`config.mk`:
```
export PLATFORM = sky130hd
export DESIGN_NAME = quad_uart_bus_decode
export DESIGN_NICKNAME = d
export VERILOG_FILES = /design/src/rtl/quad_uart_bus_decode.sv
export SDC_FILE = /design/constraint.sdc
export NUM_CORES = 1
export LEC_CHECK = 0
export BUFFER_PORTS_ARGS = -buffer_cell sky130_fd_sc_hd__buf_2
export CAP_MARGIN = 25
export CORE_ASPECT_RATIO = 0.75
export CORE_MARGIN = 3
export CORE_UTILIZATION = 37
export CTS_CLUSTER_SIZE = 20
export DETAILED_ROUTE_END_ITERATION = 6
export HOLD_SLACK_MARGIN = 0.08
export PLACE_DENSITY = 0.91
export SYNTH_ARGS = -nofsm -noshare
export SYNTH_HDL_FRONTEND = slang
export SYNTH_SLANG_ARGS = --single-unit
export TNS_END_PERCENT = 20
```
`constraint.sdc`:
```
create_clock -name clk -period 2.4 [get_ports clk]
set_input_delay 0 -clock clk [delete_from_list [all_inputs] [get_ports clk]]
set_output_delay 0 -clock clk [all_outputs]
set_load 0.005 [all_outputs]
```
`src/rtl/quad_uart_bus_decode.sv`:
```
module quad_uart_bus_decode #(
  parameter int          CLK_PERIOD_NS = 10,
  parameter int          RST_MIN_NS    = 40,
  parameter logic [7:0]  ID_CODE       = 8'h14,
  parameter logic [7:0]  REV_CODE      = 8'h01
) (
  input  logic        clk,
  input  logic        rst_in,
  input  logic        mode_intel,
  input  logic [3:0]  cs_n,
  input  logic [4:0]  addr,
  input  logic        ior_n,
  input  logic        iow_n,
  input  logic [3:0]  dlab,
  input  logic [31:0] ch_rdata,
  input  logic [31:0] dll_val,
  input  logic [31:0] dlm_val,
  output logic        rst_int,
  output logic [2:0]  reg_ofs,
  output logic [3:0]  ch_rd,
  output logic [3:0]  ch_wr,
  output logic        rd_conflict,
  output logic [7:0]  rd_data
);
  localparam int RST_CNT = RST_MIN_NS / CLK_PERIOD_NS + 1;
  localparam int CW      = $clog2(RST_CNT + 1);
  localparam logic [CW-1:0] LIM = CW'(RST_CNT - 1);

  logic [CW-1:0] hi_cnt;
  logic [3:0]    sel;
  logic          multi, ior_q, iow_q, rd_edge, wr_edge;

  always_ff @(posedge clk) begin
    if (!rst_in)          hi_cnt <= '0;
    else if (hi_cnt != LIM) hi_cnt <= hi_cnt + 1'b1;
    rst_int <= rst_in && (hi_cnt == LIM);
  end

  assign sel     = mode_intel ? ~cs_n : (cs_n[0] ? 4'b0000 : (4'b0001 << addr[4:3]));
  assign multi   = (sel & (sel - 4'd1)) != 4'b0000;
  assign reg_ofs = addr[2:0];
  assign rd_edge = ior_q & ~ior_n;
  assign wr_edge = iow_q & ~iow_n;

  always_comb begin
    rd_data = 8'h00;
    if (!multi)
      for (int i = 0; i < 4; i++)
        if (sel[i]) begin
          if (dlab[i] && dll_val[8*i +: 8] == 8'h00 && dlm_val[8*i +: 8] == 8'h00 && addr[2:1] == 2'b00)
            rd_data = addr[0] ? ID_CODE : REV_CODE;
          else
            rd_data = ch_rdata[8*i +: 8];
        end
  end

  always_ff @(posedge clk) begin
    if (rst_int) begin
      ior_q       <= 1'b1;
      iow_q       <= 1'b1;
      ch_rd       <= '0;
      ch_wr       <= '0;
      rd_conflict <= 1'b0;
    end else begin
      ior_q       <= ior_n;
      iow_q       <= iow_n;
      ch_rd       <= (rd_edge && !multi) ? sel : 4'b0000;
      ch_wr       <= wr_edge ? sel : 4'b0000;
      rd_conflict <= rd_edge && multi;
    end
  end
endmodule


```
# Word level (Yosys, flattened, before mapping)
# Index checks and enable logic that the tools add are counted.
# word_totals
input_bits	114
n_memories	0
mem_bits_ro	0
latch_bits	0
ram_bits	0
wordCells	60
out_inout_bits	21
reg_bits	15
# classes
n_eq_ne	2
bitwise	8
n_mux	12
multipliers	0
n_lt_le_gt_ge	0
n_reduce_logical	28
div_mod_pow	0
add_sub_neg	2
n_shift	1
# ops
cell	n
two-way mux 8 bit	9
logical NOT 8 bit	8
logical AND 1 bit	15
two-way mux 4 bit	2
two-way mux 5 bit	1
bitwise AND 4 bit	1
NOT 1 bit	4
NOT 4 bit	1
nonzero test 4 bit	1
OR reduction 2 bit	2
left shift 1 x 2 -> 4 bit, first input constant	1
subtractor 4 x 1 -> 4 bit, second input constant	1
adder 3 x 1 -> 3 bit, second input constant	1
equality test 3 bit, second input constant	1
inequality test 3 bit, second input constant	1
bitwise AND 1 bit	2
logical NOT 2 bit	1
logical NOT 1 bit	1

# Depth between registers and ports, before layout
# Gate-level depths: netlist (run 1).
# logic_depth
depth_word	10
depth_mapped	7
mapped_depth_nobuf	5

# Worst setup path after synthesis (run 1)
# Ideal clock, no wire load.
# synth_timing
kind	in2out
start	in dll_val[25]
end	out rd_data[1]
n_path_buf	0
path_slack_ns	0.917
arrival_time_ns	1.483
stages	5
required_time_ns	2.400
path_cell_list	or4_4 or3_4 o21ai_4 nor3b_1 a221o_1
# synth_via
elab_chain_len	7
# synth_lines
element	line_no	text
start: declaration	16	input logic [31:0] dll_val,
logical NOT 8 bit	50	if (dlab[i] && dll_val[8*i +: 8] == 8'h00 && dlm_val[8*i +: 8] == 8'h00 && addr[2:1] == 2'b00)
logical AND 1 bit (3 in a row)	50	
two-way mux 8 bit	50	
two-way mux 8 bit	49	if (sel[i]) begin
two-way mux 8 bit	47	if (!multi)
end: declaration	23	output logic [7:0] rd_data
# No other way between the ends.

# Worst setup path in the final report (run 1)
# layout_timing
start	in dll_val[25]
end	out rd_data[3]
# Same word-level chain as after synthesis.

==> impl_metrics.py, run 1 <==
metrics = {
    "route": {
        "wl_per_cell_um": 14.0,
        "drtIter0Drc": 93,
        "dr.pass1.iters": 4,
        "drc": 0,
        "final_antenna_net_count": 0,
        "via_per_inst": 5.39,
        "totalWireLength_mm": 4.61,
        "dr_total_vias": 1780,
    },
    "worst_hold_path": {
        "min_path_cells": 3,
        "min_from": "mode_intel",
        "hold_path_class": "primary input to register",
        "whs_endpoint": "ch_rd[0]",
    },
    "critical_path": {
        "timing.critical_path.fanout_max": 7,
        "arrival_ns": 1.81,
        "r2r_end": "hi_cnt[0]",
        "rr_startpoint": "hi_cnt[0]",
        "required_ns": 2.40,
        "path_class": "primary input to output pin",
        "r2r_slack_ns": 1.28,
        "cp-start-kind": "primary input",
        "rr_worst_depth": 5,
        "endpoint_kind": "output pin",
    },
    "clock_tree": {
        "root_buffer": "clkbuf_8",
        "cts_tree": "built",
        "postCtsSetupBuffers": 0,
        "clock_path_buffers": 2,
        "cts_buffers": 3,
        "path_clk_slew_ns": 0.05,
        "cts_max_level": 1,
        "clock_latency_ns": 0.24,
        "clkSinkCount": 15,
    },
    "sta": {
        "slew_headroom": 0.643,
        "slew_violations": 0,
        "skew_ns": 0.000602,
        "tightest_slew_ns": 0.529,
        "period_share": 0.756,
        "tns_ns": 0,
        "finalHoldViolCount": 0,
        "setup_viol": 0,
        "min_period_ns": 1.81,
        "whs_ns": 0.150,
        "max_freq_ghz": 0.551,
        "rsz0062_at_grt": "no",
    },
    "placement": {
        "port_buffers": 134,
        "routabilityCongestion": 0.766,
        "hpwl_mm": 4.02,
    },
    "synthesis": {
        "synthSimpleGateAreaFrac": 0.419,
        "synthArstFlopShare": 0,
        "synth_top_family_by_area": "simple AND/OR/NAND/NOR gates",
        "synth_xor_xnor_area_share": 0.00705,
        "syn-instance-count": 155,
        "syn_nets": 271,
        "syn-cell-area_um2": 1240,
        "postSynthAreaPerCell_um2": 8.02,
        "synth_edf_count": 0,
        "ys_warn_count": 0,
        "synthAdderAreaFrac": 0.0292,
        "synthFlopType": "dfxtp_1",
        "synth_cell_type_count": 48,
        "seq_area_frac_synth": 0.242,
        "synth_seq_cells": 15,
        "synth-compound-area-share": 0.253,
        "synth.mux.area_fraction": 0.00806,
    },
    "global_routing": {
        "grt_max_degree": 11,
        "antenna_found_initial": 0,
        "track_usage": 0.216,
        "grt_pass1_wl_mm": 7.16,
        "grt-ovfl-total": 0,
        "grt_pass1_vias": 1723,
    },
    "floorplan": {
        "start_util": 0.406,
        "pin_count": 135,
        "core.rowCount": 17,
        "dieHeight_um": 56.2,
        "die_w_um": 72.9,
        "dieArea_um2": 4100,
        "coreArea_um2": 3060,
    },
    "power": {
        "p_leak_nw": 0.985,
        "comb_power_share": 0.367,
        "ir_worst_vdd_uv": 207,
        "switching_share": 0.283,
        "pwr-share-clk": 0.265,
        "internal_power_w": 0.000528,
        "p_per_area_nw_per_um2": 366,
        "p_sw_w": 0.000209,
        "seqPwrFrac": 0.368,
    },
    "finish": {
        "area_growth_pct": 62.0,
        "n_fill_cell": 287,
        "seq_area_um2": 300,
        "antenna_cells": 0,
        "layout-drive-gt1-share": 0.510,
        "final_nets": 409,
        "multi_input_area_um2": 890,
    },
    "run_status": {
        "outcome": "finished clean",
    },
    "run": {
        "max_cap_viol_count": 0,
    },
}
## sequential cells by signal, summed over array words and instances, names as in the netlist
name and cells:
ch_rd 4, ch_wr 4, hi_cnt 3, ior_q 1, iow_q 1, rd_conflict 1, rst_int 1
## how the worst max path moves through the flow
| stage | from | to | slack [ns] |
|---|---|---|---|
| after floorplan | dll_val[25] | rd_data[1] | 0.92 |
| after global placement | dll_val[11] | rd_data[1] | 0.65 |
| after detailed placement | dll_val[25] | rd_data[3] | 0.60 |
| after CTS | dll_val[25] | rd_data[3] | 0.59 |
| after global routing | dll_val[11] | rd_data[1] | 0.43 |
| final | dll_val[25] | rd_data[3] | 0.59 |
## placed cells by master (no fill, tap or decap), drive strengths merged, types with 3 or more instances in the layout
cell	netlist	final
nand2	7	7
or4	4	4
nand3	5	5
a211oi	3	3
dlygate4sd3	0	3
a221o	5	5
inv	6	6
nor2	22	22
o21a	3	3
nor4b	3	3
nor4	10	10
o21ai	4	4
and2	3	3
nor2b	3	3
or2	3	3
dfxtp	15	15
buf	3	135
nor3b	7	7
nand4	3	3
clkbuf	2	4
a32o	5	5
and3	3	3
nor3	7	7
## power groups by stage
stage                     sequential, W  combinational (W)  clock [W]
after floorplan                0.000276           0.000122          0
after global placement         0.000276           0.000256          0
after detailed placement       0.000277           0.000265          0
after CTS                      0.000272           0.000269   0.000201
after global routing           0.000273           0.000297   0.000211
final                          0.000272           0.000270   0.000195
## layout make-up
| class | instances | area share |
|---|---|---|
| Clock buffer | 4 | 0.0224 |
| Sequential cell | 15 | 0.149 |
| Tap cell | 38 | 0.0236 |
| Timing Repair Buffer | 138 | 0.352 |
| Multi-Input combinational cell | 129 | 0.442 |
| Inverter | 6 | 0.0112 |
## through the flow
step           worst slack, ns  power (W)  utilization  std cells  area [um2]
2_1_floorplan            0.917   0.000398            -        155        1240
3_3_place_gp             0.648   0.000532        0.633        323        1940
3_5_place_dp             0.598   0.000541        0.633        323        1940
4_1_cts                  0.593   0.000742        0.657        330        2010
5_1_grt                  0.428   0.000781        0.657        330        2010
6_report                 0.587   0.000737        0.657        330        2010
## what timing repair did
action | CTS | global route
hold buffers | 3 | 0
endpoints found under the hold margin | 6 | 0
gates resized for setup | 0 | 0
## kinds of logic (layout without fill, tap and decap cells)
| kind of cell | Yosys count | after routing |
|---|---|---|
| xor gates and xnor gates | 1 | 1 |
| muxes | 1 | 1 |
| adders and majority gates | 3 | 3 |
| and+or+nand+nor | 89 | 89 |
| DFF | 15 | 15 |
| buffers and inverters | 11 | 148 |
| AOI/OAI and AO/OA | 35 | 35 |
## cells in the mapped netlist, types with 3 or more instances
master,n,area (um2)
nor4b_1,3,26.3
a221o_1,5,50.1
nor3_1,7,35.0
nor3b_1,7,52.6
nor2b_1,3,18.8
a32o_1,5,50.1
inv_1,6,22.5
buf_4,3,22.5
nand4_1,3,18.8
nand2_1,7,26.3
dfxtp_1,15,300
and2_1,3,18.8
and3_1,3,18.8
nor2_1,22,82.6
nor4_1,10,62.6
o21ai_0,3,15.0
nand3_1,5,25.0
or2_2,3,18.8
o21a_1,3,22.5
## per-layer routing
| layer | vias to the layer above | wire length [um] | track usage |
|---|---|---|---|
| met5 | - | 0 | 0 |
| met4 | 0 | 46 | 0.0711 |
| met3 | 8 | 488 | 0.0469 |
| met2 | 102 | 2320 | 0.387 |
| met1 | 794 | 1750 | 0.251 |
| li1 | 876 | - | - |
## worst max-delay path: stages
cell and delay, ns:
buf_2 0.10, or4_4 0.53, or3_4 0.42, o21ai_4 0.25, nor3b_1 0.10, a221o_1 0.27, buf_2 0.14
No activity file was read; power rests on OpenSTA's default activity.
==> run 2, diff against run 1 <==
Settings changed: CORE_UTILIZATION 37 to 31, PLACE_DENSITY 0.91 to 0.81.
Clock period 2.4 ns to 1.6 ns, I/O delays scaled along.
==> impl_metrics.py, run 2 (synthesis gave the netlist of run 1 again) <==
metrics = {
    "clock_tree": {
        "cts_tree": "built",
        "cts_buffers": 3,
        "clkSinkCount": 15,
        "cts_max_level": 1,
        "clock_latency_ns": 0.24,
        "clock_path_buffers": 2,
        "root_buffer": "clkbuf_8",
        "postCtsSetupBuffers": 0,
        "path_clk_slew_ns": 0.06,
    },
    "run": {
        "max_cap_viol_count": 0,
    },
    "sta": {
        "max_freq_ghz": 0.572,
        "setup_viol": 8,
        "tightest_slew_ns": 0.606,
        "skew_ns": 0.00600,
        "slew_headroom": 0.593,
        "min_period_ns": 1.75,
        "finalHoldViolCount": 0,
        "rsz0062_at_grt": "yes",
        "postLayoutSetupSlackWorst_ns": -0.147,
        "period_share": 1.09,
        "slew_violations": 0,
        "tns_ns": -1.04,
    },
    "route": {
        "wl_per_cell_um": 13.6,
        "drtIter0Drc": 88,
        "dr.pass1.iters": 4,
        "dr_total_vias": 1805,
        "final_antenna_net_count": 0,
        "via_per_inst": 5.11,
        "drc": 0,
        "totalWireLength_mm": 4.79,
    },
    "global_routing": {
        "grt_pass1_vias": 1622,
        "grt-ovfl-total": 0,
        "antenna_found_initial": 0,
        "grt_pass1_wl_mm": 6.93,
        "track_usage": 0.180,
        "grt_max_degree": 11,
    },
    "critical_path": {
        "path_common_cell": "buf_2",
        "crit_buf_inv": 2,
        "slowest_stage": "or4_4",
        "endpoint_kind": "output pin",
        "path_delay_family": "simple AND/OR/NAND/NOR gates",
        "cp-start-kind": "primary input",
        "path_class": "primary input to output pin",
        "timing.critical_path.fanout_max": 7,
        "r2r_slack_ns": 0.49,
        "rr_startpoint": "hi_cnt[0]",
        "rr_worst_depth": 5,
        "arrival_ns": 1.75,
        "cp_slowest_stage_delay_ns": 0.52,
        "required_ns": 1.60,
        "crit_chain": "buf_2, or4_4, or3_4, o21ai_4, nor3b_1, a221o_1, buf_2",
        "r2r_end": "hi_cnt[0]",
    },
    "finish": {
        "instances_no_fill": 353,
        "antenna_cells": 0,
        "n_fill_cell": 372,
        "final_common_cell": "buf_2",
        "reg_top3": "ch_rd x4, ch_wr x4, hi_cnt x3",
        "layout-drive-gt1-share": 0.545,
        "final_nets": 418,
        "area_growth_pct": 71.7,
        "final_cell_mix": "buf_2 (134), nor2_1 (22), dfxtp_1 (15)",
    },
    "floorplan": {
        "dieArea_um2": 4810,
        "coreArea_um2": 3760,
        "dieHeight_um": 60.8,
        "start_util": 0.331,
        "pin_count": 135,
        "die_w_um": 79.1,
        "core.rowCount": 19,
    },
    "power": {
        "ir_worst_vdd_uv": 270,
        "internal_power_w": 0.000808,
        "comb_power_share": 0.379,
        "p_total_w": 0.00114,
        "seqPwrFrac": 0.357,
        "p_per_area_nw_per_um2": 534,
        "pwr-share-clk": 0.264,
        "p_leak_nw": 1.03,
        "switching_share": 0.291,
        "p_sw_w": 0.000331,
    },
    "placement": {
        "port_buffers": 134,
        "hpwl_mm": 4.06,
        "dp.cells": 346,
        "routabilityCongestion": 0.775,
    },
    "run_status": {
        "violations": "negative setup slack",
        "outcome": "finished with violations",
    },
    "worst_hold_path": {
        "whs_endpoint": "ch_rd[0]",
        "min_from": "cs_n[0]",
        "min_path_cells": 3,
        "hold_path_class": "primary input to register",
    },
}
-- run 2: cell types whose count changed in the layout (fill, tap and decap cells not counted) --
cell,previous run,this run
a211oi_1,2,0
a211oi_2,0,2
buf_4,1,10
nor4_1,10,7
nor4_2,0,3
nor4b_1,3,2
nor4b_2,0,1
-- run 2: tightest hold or removal path, stage by stage --
cell,delay (ns)
buf_2,0.14
o21bai_1,0.17
nor2_1,0.05
-- run 2: power by group through the flow --
stage / registers (W) / clock network [W] / logic [W]
after floorplan: 0.000414 / 0 / 0.000182
after global placement: 0.000414 / 0 / 0.000400
after detailed placement: 0.000415 / 0 / 0.000412
after CTS: 0.000407 / 0.000308 / 0.000422
after global routing: 0.000409 / 0.000327 / 0.000474
final: 0.000407 / 0.000300 / 0.000432
-- run 2: final cells by class --
| type | instances | area, um2 | area share |
|---|---|---|---|
| Multi-Input combinational cell | 129 | 925 | 0.433 |
| Timing Repair Buffer | 147 | 776 | 0.364 |
| Sequential cell | 15 | 300 | 0.141 |
| Tap cell | 52 | 65.1 | 0.0305 |
| Clock buffer | 4 | 45.0 | 0.0211 |
| Inverter | 6 | 22.5 | 0.0106 |
-- run 2: worst max-delay path by stage --
stage,startpoint,to,depth (start not counted)
after global placement,dll_val[25],rd_data[5],7
after detailed placement,dll_val[25],rd_data[2],7
after global routing,dll_val[25],rd_data[7],7
after CTS,dll_val[25],rd_data[5],7
after floorplan,dll_val[25],rd_data[1],5
final,dll_val[25],rd_data[5],7
-- run 2: what timing repair did --
item / CTS / global route
hold buffers: 3 / 0
pin swaps: 3 / 0
gates resized for setup: 2 / 4
endpoints found under the hold margin: 7 / 0
setup endpoints to repair: 8 / 8
gates cloned: 0 / 0
-- run 2: through the flow --
step	worst slack [ns]	hold WS [ns]	util	area (um2)
after floorplan	0.117	0.0808	-	1240
after global placement	-0.159	0.186	0.539	2020
after detailed placement	-0.177	0.189	0.539	2020
after CTS	-0.143	0.147	0.562	2110
after global routing	-0.243	0.198	0.568	2130
final	-0.147	0.161	0.568	2130
-- run 2: metal layers --
layer / vias up / share of wire / track usage
met5: - / 0 / 0
met2: 89 / 0.49 / 0.329
li1: 898 / - / -
met4: 0 / 0.0050 / 0.0392
met3: 2 / 0.093 / 0.0445
met1: 816 / 0.41 / 0.219
